## src/rtl/dwcas_pkg.sv

```systemverilog
package dwcas_pkg;
  typedef enum logic [1:0] {
    OP_READ  = 2'b00,
    OP_WRITE = 2'b01,
    OP_CAS1  = 2'b10,
    OP_CAS2  = 2'b11
  } op_e;
endpackage

```

## src/rtl/rr_arbiter.sv

```systemverilog
module rr_arbiter #(
  parameter int N  = 3,
  parameter int IW = 2
) (
  input  logic          clk,
  input  logic          rst_n,
  input  logic [N-1:0]  req,
  output logic [N-1:0]  gnt,
  output logic [IW-1:0] gnt_idx,
  output logic          gnt_any
);
  logic [IW-1:0] ptr_q, ptr_d;
  logic          ptr_en;

  // next-state: first requester at or after the pointer, wrapping
  always_comb begin
    gnt     = '0;
    gnt_idx = '0;
    gnt_any = 1'b0;
    for (int k = 0; k < N; k++) begin
      if (!gnt_any && req[(int'(ptr_q) + k) % N]) begin
        gnt_any = 1'b1;
        gnt_idx = IW'((int'(ptr_q) + k) % N);
        gnt[(int'(ptr_q) + k) % N] = 1'b1;
      end
    end
    ptr_en = gnt_any;
    ptr_d  = (int'(gnt_idx) == N - 1) ? '0 : gnt_idx + 1'b1;
  end

  always_ff @(posedge clk or negedge rst_n) begin
    if (!rst_n)      ptr_q <= '0;
    else if (ptr_en) ptr_q <= ptr_d;
  end

  p_grant_onehot_r1: assert property (@(posedge clk) disable iff (!rst_n)
    $onehot0(gnt));
  p_grant_to_requester_r1: assert property (@(posedge clk) disable iff (!rst_n)
    (gnt & ~req) == '0);
  p_no_idle_with_req_r1: assert property (@(posedge clk) disable iff (!rst_n)
    (|req) |-> (|gnt));
endmodule

```

## src/rtl/word_store.sv

```systemverilog
module word_store #(
  parameter int DW = 32,
  parameter int AW = 4
) (
  input  logic          clk,
  input  logic          rst_n,
  input  logic [AW-1:0] addr_lo,
  input  logic [AW-1:0] addr_hi,
  input  logic          we_lo,
  input  logic          we_hi,
  input  logic [DW-1:0] wd_lo,
  input  logic [DW-1:0] wd_hi,
  output logic [DW-1:0] rd_lo,
  output logic [DW-1:0] rd_hi
);
  localparam int DEPTH = 1 << AW;

  logic [DEPTH-1:0][DW-1:0] mem_q, mem_d;
  logic                     mem_en;

  assign rd_lo = mem_q[addr_lo];
  assign rd_hi = mem_q[addr_hi];

  always_comb begin
    mem_d  = mem_q;
    mem_en = we_lo | we_hi;
    if (we_lo) mem_d[addr_lo] = wd_lo;
    if (we_hi) mem_d[addr_hi] = wd_hi;
  end

  always_ff @(posedge clk or negedge rst_n) begin
    if (!rst_n)      mem_q <= '0;
    else if (mem_en) mem_q <= mem_d;
  end

  // a cycle without a write enable must leave every word untouched
  p_hold_without_write_r6: assert property (@(posedge clk) disable iff (!rst_n)
    (!we_lo && !we_hi) |=> $stable(mem_q));
endmodule

```

## src/rtl/cas_exec.sv

```systemverilog
module cas_exec
  import dwcas_pkg::*;
#(
  parameter int DW = 32,
  parameter int AW = 4
) (
  input  op_e           op,
  input  logic [AW-1:0] addr,
  input  logic [DW-1:0] cmp_lo,
  input  logic [DW-1:0] cmp_hi,
  input  logic [DW-1:0] new_lo,
  input  logic [DW-1:0] old_lo,
  input  logic [DW-1:0] old_hi,
  input  logic          active,
  output logic          we_lo,
  output logic          we_hi,
  output logic          ok,
  output logic          err
);
  logic lo_match, hi_match;

  assign lo_match = (old_lo == cmp_lo);
  assign hi_match = (old_hi == cmp_hi);

  always_comb begin
    we_lo = 1'b0;
    we_hi = 1'b0;
    ok    = 1'b0;
    err   = 1'b0;
    unique case (op)
      OP_READ:  ok = 1'b1;
      OP_WRITE: begin ok = 1'b1; we_lo = active; end
      OP_CAS1:  begin ok = lo_match; we_lo = active & lo_match; end
      OP_CAS2: begin
        err = addr[0] | (new_lo == cmp_lo);
        ok  = !err && lo_match && hi_match;
        we_lo = active & ok;
        we_hi = active & ok;
      end
    endcase
  end
endmodule

```

## src/rtl/dwcas_unit.sv

```systemverilog
module dwcas_unit
  import dwcas_pkg::*;
#(
  parameter int N_REQ = 3,
  parameter int DW    = 32,
  parameter int AW    = 4,
  parameter int IW    = (N_REQ > 1) ? $clog2(N_REQ) : 1
) (
  input  logic                       clk,
  input  logic                       rst_n,
  input  logic [N_REQ-1:0]           req_valid,
  input  logic [N_REQ-1:0][1:0]      req_op,
  input  logic [N_REQ-1:0][AW-1:0]   req_addr,
  input  logic [N_REQ-1:0][DW-1:0]   req_cmp_lo,
  input  logic [N_REQ-1:0][DW-1:0]   req_cmp_hi,
  input  logic [N_REQ-1:0][DW-1:0]   req_new_lo,
  input  logic [N_REQ-1:0][DW-1:0]   req_new_hi,
  output logic [N_REQ-1:0]           grant,
  output logic                       rsp_valid,
  output logic [IW-1:0]              rsp_id,
  output logic                       rsp_ok,
  output logic                       rsp_err,
  output logic [DW-1:0]              rsp_old_lo,
  output logic [DW-1:0]              rsp_old_hi
);
  logic [IW-1:0] gnt_idx;
  logic          gnt_any;
  op_e           sel_op;
  logic [AW-1:0] sel_addr, sel_addr_hi;
  logic [DW-1:0] old_lo, old_hi;
  logic          we_lo, we_hi, ex_ok, ex_err;

  rr_arbiter #(.N(N_REQ), .IW(IW)) u_arb (
    .clk(clk), .rst_n(rst_n), .req(req_valid),
    .gnt(grant), .gnt_idx(gnt_idx), .gnt_any(gnt_any)
  );

  assign sel_op      = op_e'(req_op[gnt_idx]);
  assign sel_addr    = req_addr[gnt_idx];
  assign sel_addr_hi = sel_addr | AW'(1);

  word_store #(.DW(DW), .AW(AW)) u_store (
    .clk(clk), .rst_n(rst_n),
    .addr_lo(sel_addr), .addr_hi(sel_addr_hi),
    .we_lo(we_lo), .we_hi(we_hi),
    .wd_lo(req_new_lo[gnt_idx]), .wd_hi(req_new_hi[gnt_idx]),
    .rd_lo(old_lo), .rd_hi(old_hi)
  );

  cas_exec #(.DW(DW), .AW(AW)) u_exec (
    .op(sel_op), .addr(sel_addr),
    .cmp_lo(req_cmp_lo[gnt_idx]), .cmp_hi(req_cmp_hi[gnt_idx]),
    .new_lo(req_new_lo[gnt_idx]),
    .old_lo(old_lo), .old_hi(old_hi), .active(gnt_any),
    .we_lo(we_lo), .we_hi(we_hi), .ok(ex_ok), .err(ex_err)
  );

  always_ff @(posedge clk or negedge rst_n) begin
    if (!rst_n) rsp_valid <= 1'b0;
    else        rsp_valid <= gnt_any;
  end

  always_ff @(posedge clk or negedge rst_n) begin
    if (!rst_n) begin
      rsp_id     <= '0;
      rsp_ok     <= 1'b0;
      rsp_err    <= 1'b0;
      rsp_old_lo <= '0;
      rsp_old_hi <= '0;
    end else if (gnt_any) begin
      rsp_id     <= gnt_idx;
      rsp_ok     <= ex_ok;
      rsp_err    <= ex_err;
      rsp_old_lo <= old_lo;
      rsp_old_hi <= old_hi;
    end
  end

  p_rsp_after_grant_r2: assert property (@(posedge clk) disable iff (!rst_n)
    (|grant) |=> rsp_valid);
  p_no_rsp_without_grant_r2: assert property (@(posedge clk) disable iff (!rst_n)
    !(|grant) |=> !rsp_valid);
  p_ok_err_exclusive_r7: assert property (@(posedge clk) disable iff (!rst_n)
    rsp_valid |-> !(rsp_ok && rsp_err));
  p_err_writes_nothing_r8: assert property (@(posedge clk) disable iff (!rst_n)
    ex_err |-> !(we_lo || we_hi));
endmodule

```

## config.mk

```make
export PLATFORM = sky130hd
export DESIGN_NAME = dwcas_unit
export DESIGN_NICKNAME = d
export VERILOG_FILES = /design/src/rtl/dwcas_pkg.sv /design/src/rtl/rr_arbiter.sv /design/src/rtl/word_store.sv /design/src/rtl/cas_exec.sv /design/src/rtl/dwcas_unit.sv
export SDC_FILE = /design/constraint.sdc
export NUM_CORES = 2
export LEC_CHECK = 0
export BUFFER_PORTS_ARGS = -buffer_cell sky130_fd_sc_hd__buf_2
export CAP_MARGIN = 20
export CORE_MARGIN = 2
export CORE_UTILIZATION = 25
export DETAILED_ROUTE_END_ITERATION = 10
export GPL_TIMING_DRIVEN = 1
export PLACE_DENSITY_LB_ADDON = 0.05
export SETUP_SLACK_MARGIN = 0.2
export SLEW_MARGIN = 20
export SYNTH_ARGS = -nofsm -noshare
export SYNTH_HDL_FRONTEND = slang
export SYNTH_HIERARCHICAL = 1
export SYNTH_SLANG_ARGS = --single-unit
```

## constraint.sdc

```tcl
create_clock -name clk -period 6.4 [get_ports clk]
set_clock_uncertainty 0.1 [all_clocks]
set_input_delay 1.92 -clock clk [delete_from_list [all_inputs] [get_ports clk]]
set_output_delay 1.92 -clock clk [all_outputs]
set_load 0.1 [all_outputs]
```

==> flow_summary.json <==
{
  "status": "finished with violations",
  "violations": "max-slew violations, negative setup slack",
  "synth-seq-area-share_pct": 35.7,
  "synth_area_leaders": "dfrtp_1, mux4_2, nand3_1, o31ai_1, a31oi_1",
  "clkTransAtPathRegs_ns": 0.06,
  "crit_fanout": 20,
  "worstPathRequired_ns": 6.91,
  "multi_input_area_um2": 24700,
  "grt_overflow": 0,
  "clock_path_buffers": 3,
  "io_pins": 479,
  "cts_root_buffer": "clkbuf_16",
  "syn_to_final_growth_pct": 36.7,
  "die_w_um": 408,
  "nNetsFinal": 5404,
  "fin_ws_ns": -0.376,
  "wl_per_cell_um": 35.6,
  "setup_tns_ns": -134.06,
  "finish.utilization_pct": 34.4,
  "avgSynthCellArea_um2": 9.42,
  "viasPerCell": 5.93,
  "core_area_um2": 163000,
  "fin_cells": 7235,
  "drc": 0,
  "syn_inst": 4338,
  "synth.top_cell.area_share_pct": 35.7,
  "cts_made_buffers": 81,
  "register_area_um2": 14600,
  "crit_path_start": "req_valid[2]",
  "hpwl_mm": 162,
  "grt_pass1_wl_mm": 347,
  "insertion_delay_ns": 0.73,
  "ant_nets": 0,
  "criticalPathCategory": "input pin to flop",
  "setup_viol": 512,
  "ys_top_cells_by_count": "dfrtp_1, nand3_1, a31oi_1, nor3_1, o21ai_0",
  "worstHoldStart": "rsp_old_lo[25]$_DFFE_PN0P_",
  "syn_nets": 4749,
  "yosys_register_bits": 583,
  "rsz0062_at_grt": "yes",
  "arrival_ns": 7.29,
  "drv_slew": 510,
  "die_area_um2": 167000,
  "synth_edf_count": 0,
  "slowest_stage": "a22oi_1",
  "port_buffers": 478,
  "worst_pin_slew_ns": 11.71,
  "die_h_um": 408,
  "startpoint_type": "input pin",
  "placed_area_um2": 49500,
  "grt_pass1_vias": 42300,
  "rows": 148,
  "first_pass_iters": 6,
  "maxSlewHeadroom_pct": -681,
  "cts_tree": "yes",
  "fin_crit_ns": 6.78,
  "cts_hold_buf": 0,
  "grt_max_degree": 137,
  "nFillCells": 16600,
  "grt_use_total_pct": 29.1,
  "fin_crit_sh_pct": 106,
  "fmax_mhz": 148,
  "antenna_found_initial": 12,
  "r2r_start": "u_arb/ptr_q[1]$_DFFE_PN0P_",
  "synth_most_common_cell": "dfrtp_1",
  "drive_gt1_share_pct": 38.1,
  "post-place-cells": 6946,
  "yosysUniqueCellTypes": 59,
  "synth-async-reset-ratio_pct": 100,
  "wirelength_mm": 257,
  "synthesis.area_um2": 40900,
  "vias": 42900,
  "gp_congestion": 0.867,
  "clock_sinks": 583,
  "design_area_um2": 55900,
  "start_util_pct": 25.1,
  "synth_flop_cell": "dfrtp_1",
  "yosys.area.top_type": "dfrtp_1",
  "hp-class": "flop to flop",
  "h-tree-depth": 3,
  "hold_viol_final": 0,
  "drtIter0Drc": 4183,
  "endpoint_kind": "flop",
  "maxCapViolCount": 0,
  "cpPeakStageDelay_ns": 0.31,
  "yosysWarnings": 6
}
==> per-layer routing <==
metal / share of wire [%] / wire length (um) / global-route usage, % / up-vias
met2: 47 / 120000 / 47.0 / 2318
met5: 0.0043 / 11 / 0 / -
met4: 3.9 / 10200 / 10.3 / 2
li1: - / - / - / 17900
met1: 41 / 106000 / 38.3 / 22300
met3: 8.4 / 21600 / 6.12 / 434
==> placed cells by master (no fill, tap or decap), types with 9 or more instances in the layout <==
cell type	n
dfrtp_1	583
nand3_1	505
buf_2	474
buf_4	471
a31oi_1	273
nor3_1	268
mux4_2	256
nor2_1	245
o21ai_0	222
o31ai_1	219
a21oi_1	211
buf_12	150
mux2i_1	132
o2bb2ai_1	116
clkbuf_16	107
a22oi_1	82
mux2_2	69
nand2_1	53
xor2_1	51
buf_6	50
a22oi_2	46
o21ai_1	35
xnor2_1	35
buf_16	32
nand2_2	31
clkbuf_1	25
nand2b_1	23
clkbuf_8	21
o31ai_2	21
a21oi_2	19
o21ai_2	15
o2bb2ai_2	14
a21oi_4	14
nand4_1	12
clkinv_2	11
buf_8	9
nand3_2	9
==> registers in the layout (all words and copies together) (netlist names) <==
name,cells
rsp_err,1
rsp_id,2
rsp_ok,1
rsp_old_hi,32
rsp_old_lo,32
rsp_valid,1
u_arb/ptr_q,2
u_store/mem_q,512
==> critical path, delay by kind of cell <==
| kind | cells | cell delay (ns) |
|---|---|---|
| compound gates | 8 | 1.59 |
| xor+xnor | 1 | 0.17 |
| buf+inv | 11 | 1.82 |
| simple gates | 9 | 1.72 |
==> final cells by class <==
class | count | area share [%]
clock inverters | 19 | 0.392
inverters | 4 | 0.0269
repair buffers | 1213 | 20.0
well taps | 2175 | 4.87
multi-input cells | 3110 | 44.3
diodes | 4 | 0.0179
flip-flops and latches | 583 | 26.1
clock buffers | 127 | 4.31
==> metrics by stage <==
stage / setup slack [ns] / hold WS (ns)
2_1_floorplan: -0.0813 / 0.446
3_3_place_gp: -1.46 / 0.386
3_5_place_dp: -1.57 / 0.391
4_1_cts: -0.302 / 0.404
5_1_grt: -0.492 / 0.410
6_report: -0.376 / 0.400
==> path summary, 6_finish.rpt <==
| kind | endpoint | slack [ns] | cells past startpoint |
|---|---|---|---|
| worst max register to register | u_store/mem_q[279]$_DFFE_PN0P_ | -0.07 | 31 |
| worst min register to register | rsp_old_lo[25]$_DFFE_PN0P_ | 0.40 | 1 |
| worst min-delay path | rsp_old_lo[25]$_DFFE_PN0P_ | 0.40 | 1 |
| max in group asynchronous | u_store/mem_q[234]$_DFFE_PN0P_ | 3.82 | 2 |
| min in group asynchronous | u_store/mem_q[413]$_DFFE_PN0P_ | 1.15 | 1 |
| worst max-delay path | u_store/mem_q[279]$_DFFE_PN0P_ | -0.38 | 29 |
==> logic make-up (layout without fill, tap and decap cells) <==
logic type                 count (synthesis)  count (layout)  share of synthesized area [%]
AOI/OAI and AO/OA                       1307            1307                           20.6
DFF                                      583             583                           35.7
other                                      1               5                        0.00918
xor gates and xnor gates                  96              96                           2.06
muxes                                    461             461                           19.3
buffers and inverters                    645            1363                           7.43
and+or+nand+nor                         1241            1241                           14.7
adders and majority gates                  4               4                          0.122
==> timing repair <==
action | in CTS | in global routing
setup buffers | 46 | 48
pin swaps | 39 | 99
endpoints found under the setup margin | 513 | 512
gates cloned | 15 | 30
resized for setup | 145 | 268
Power is not shown: default switching activity piles up to over one toggle a cycle in this logic, so the estimate is an artifact.
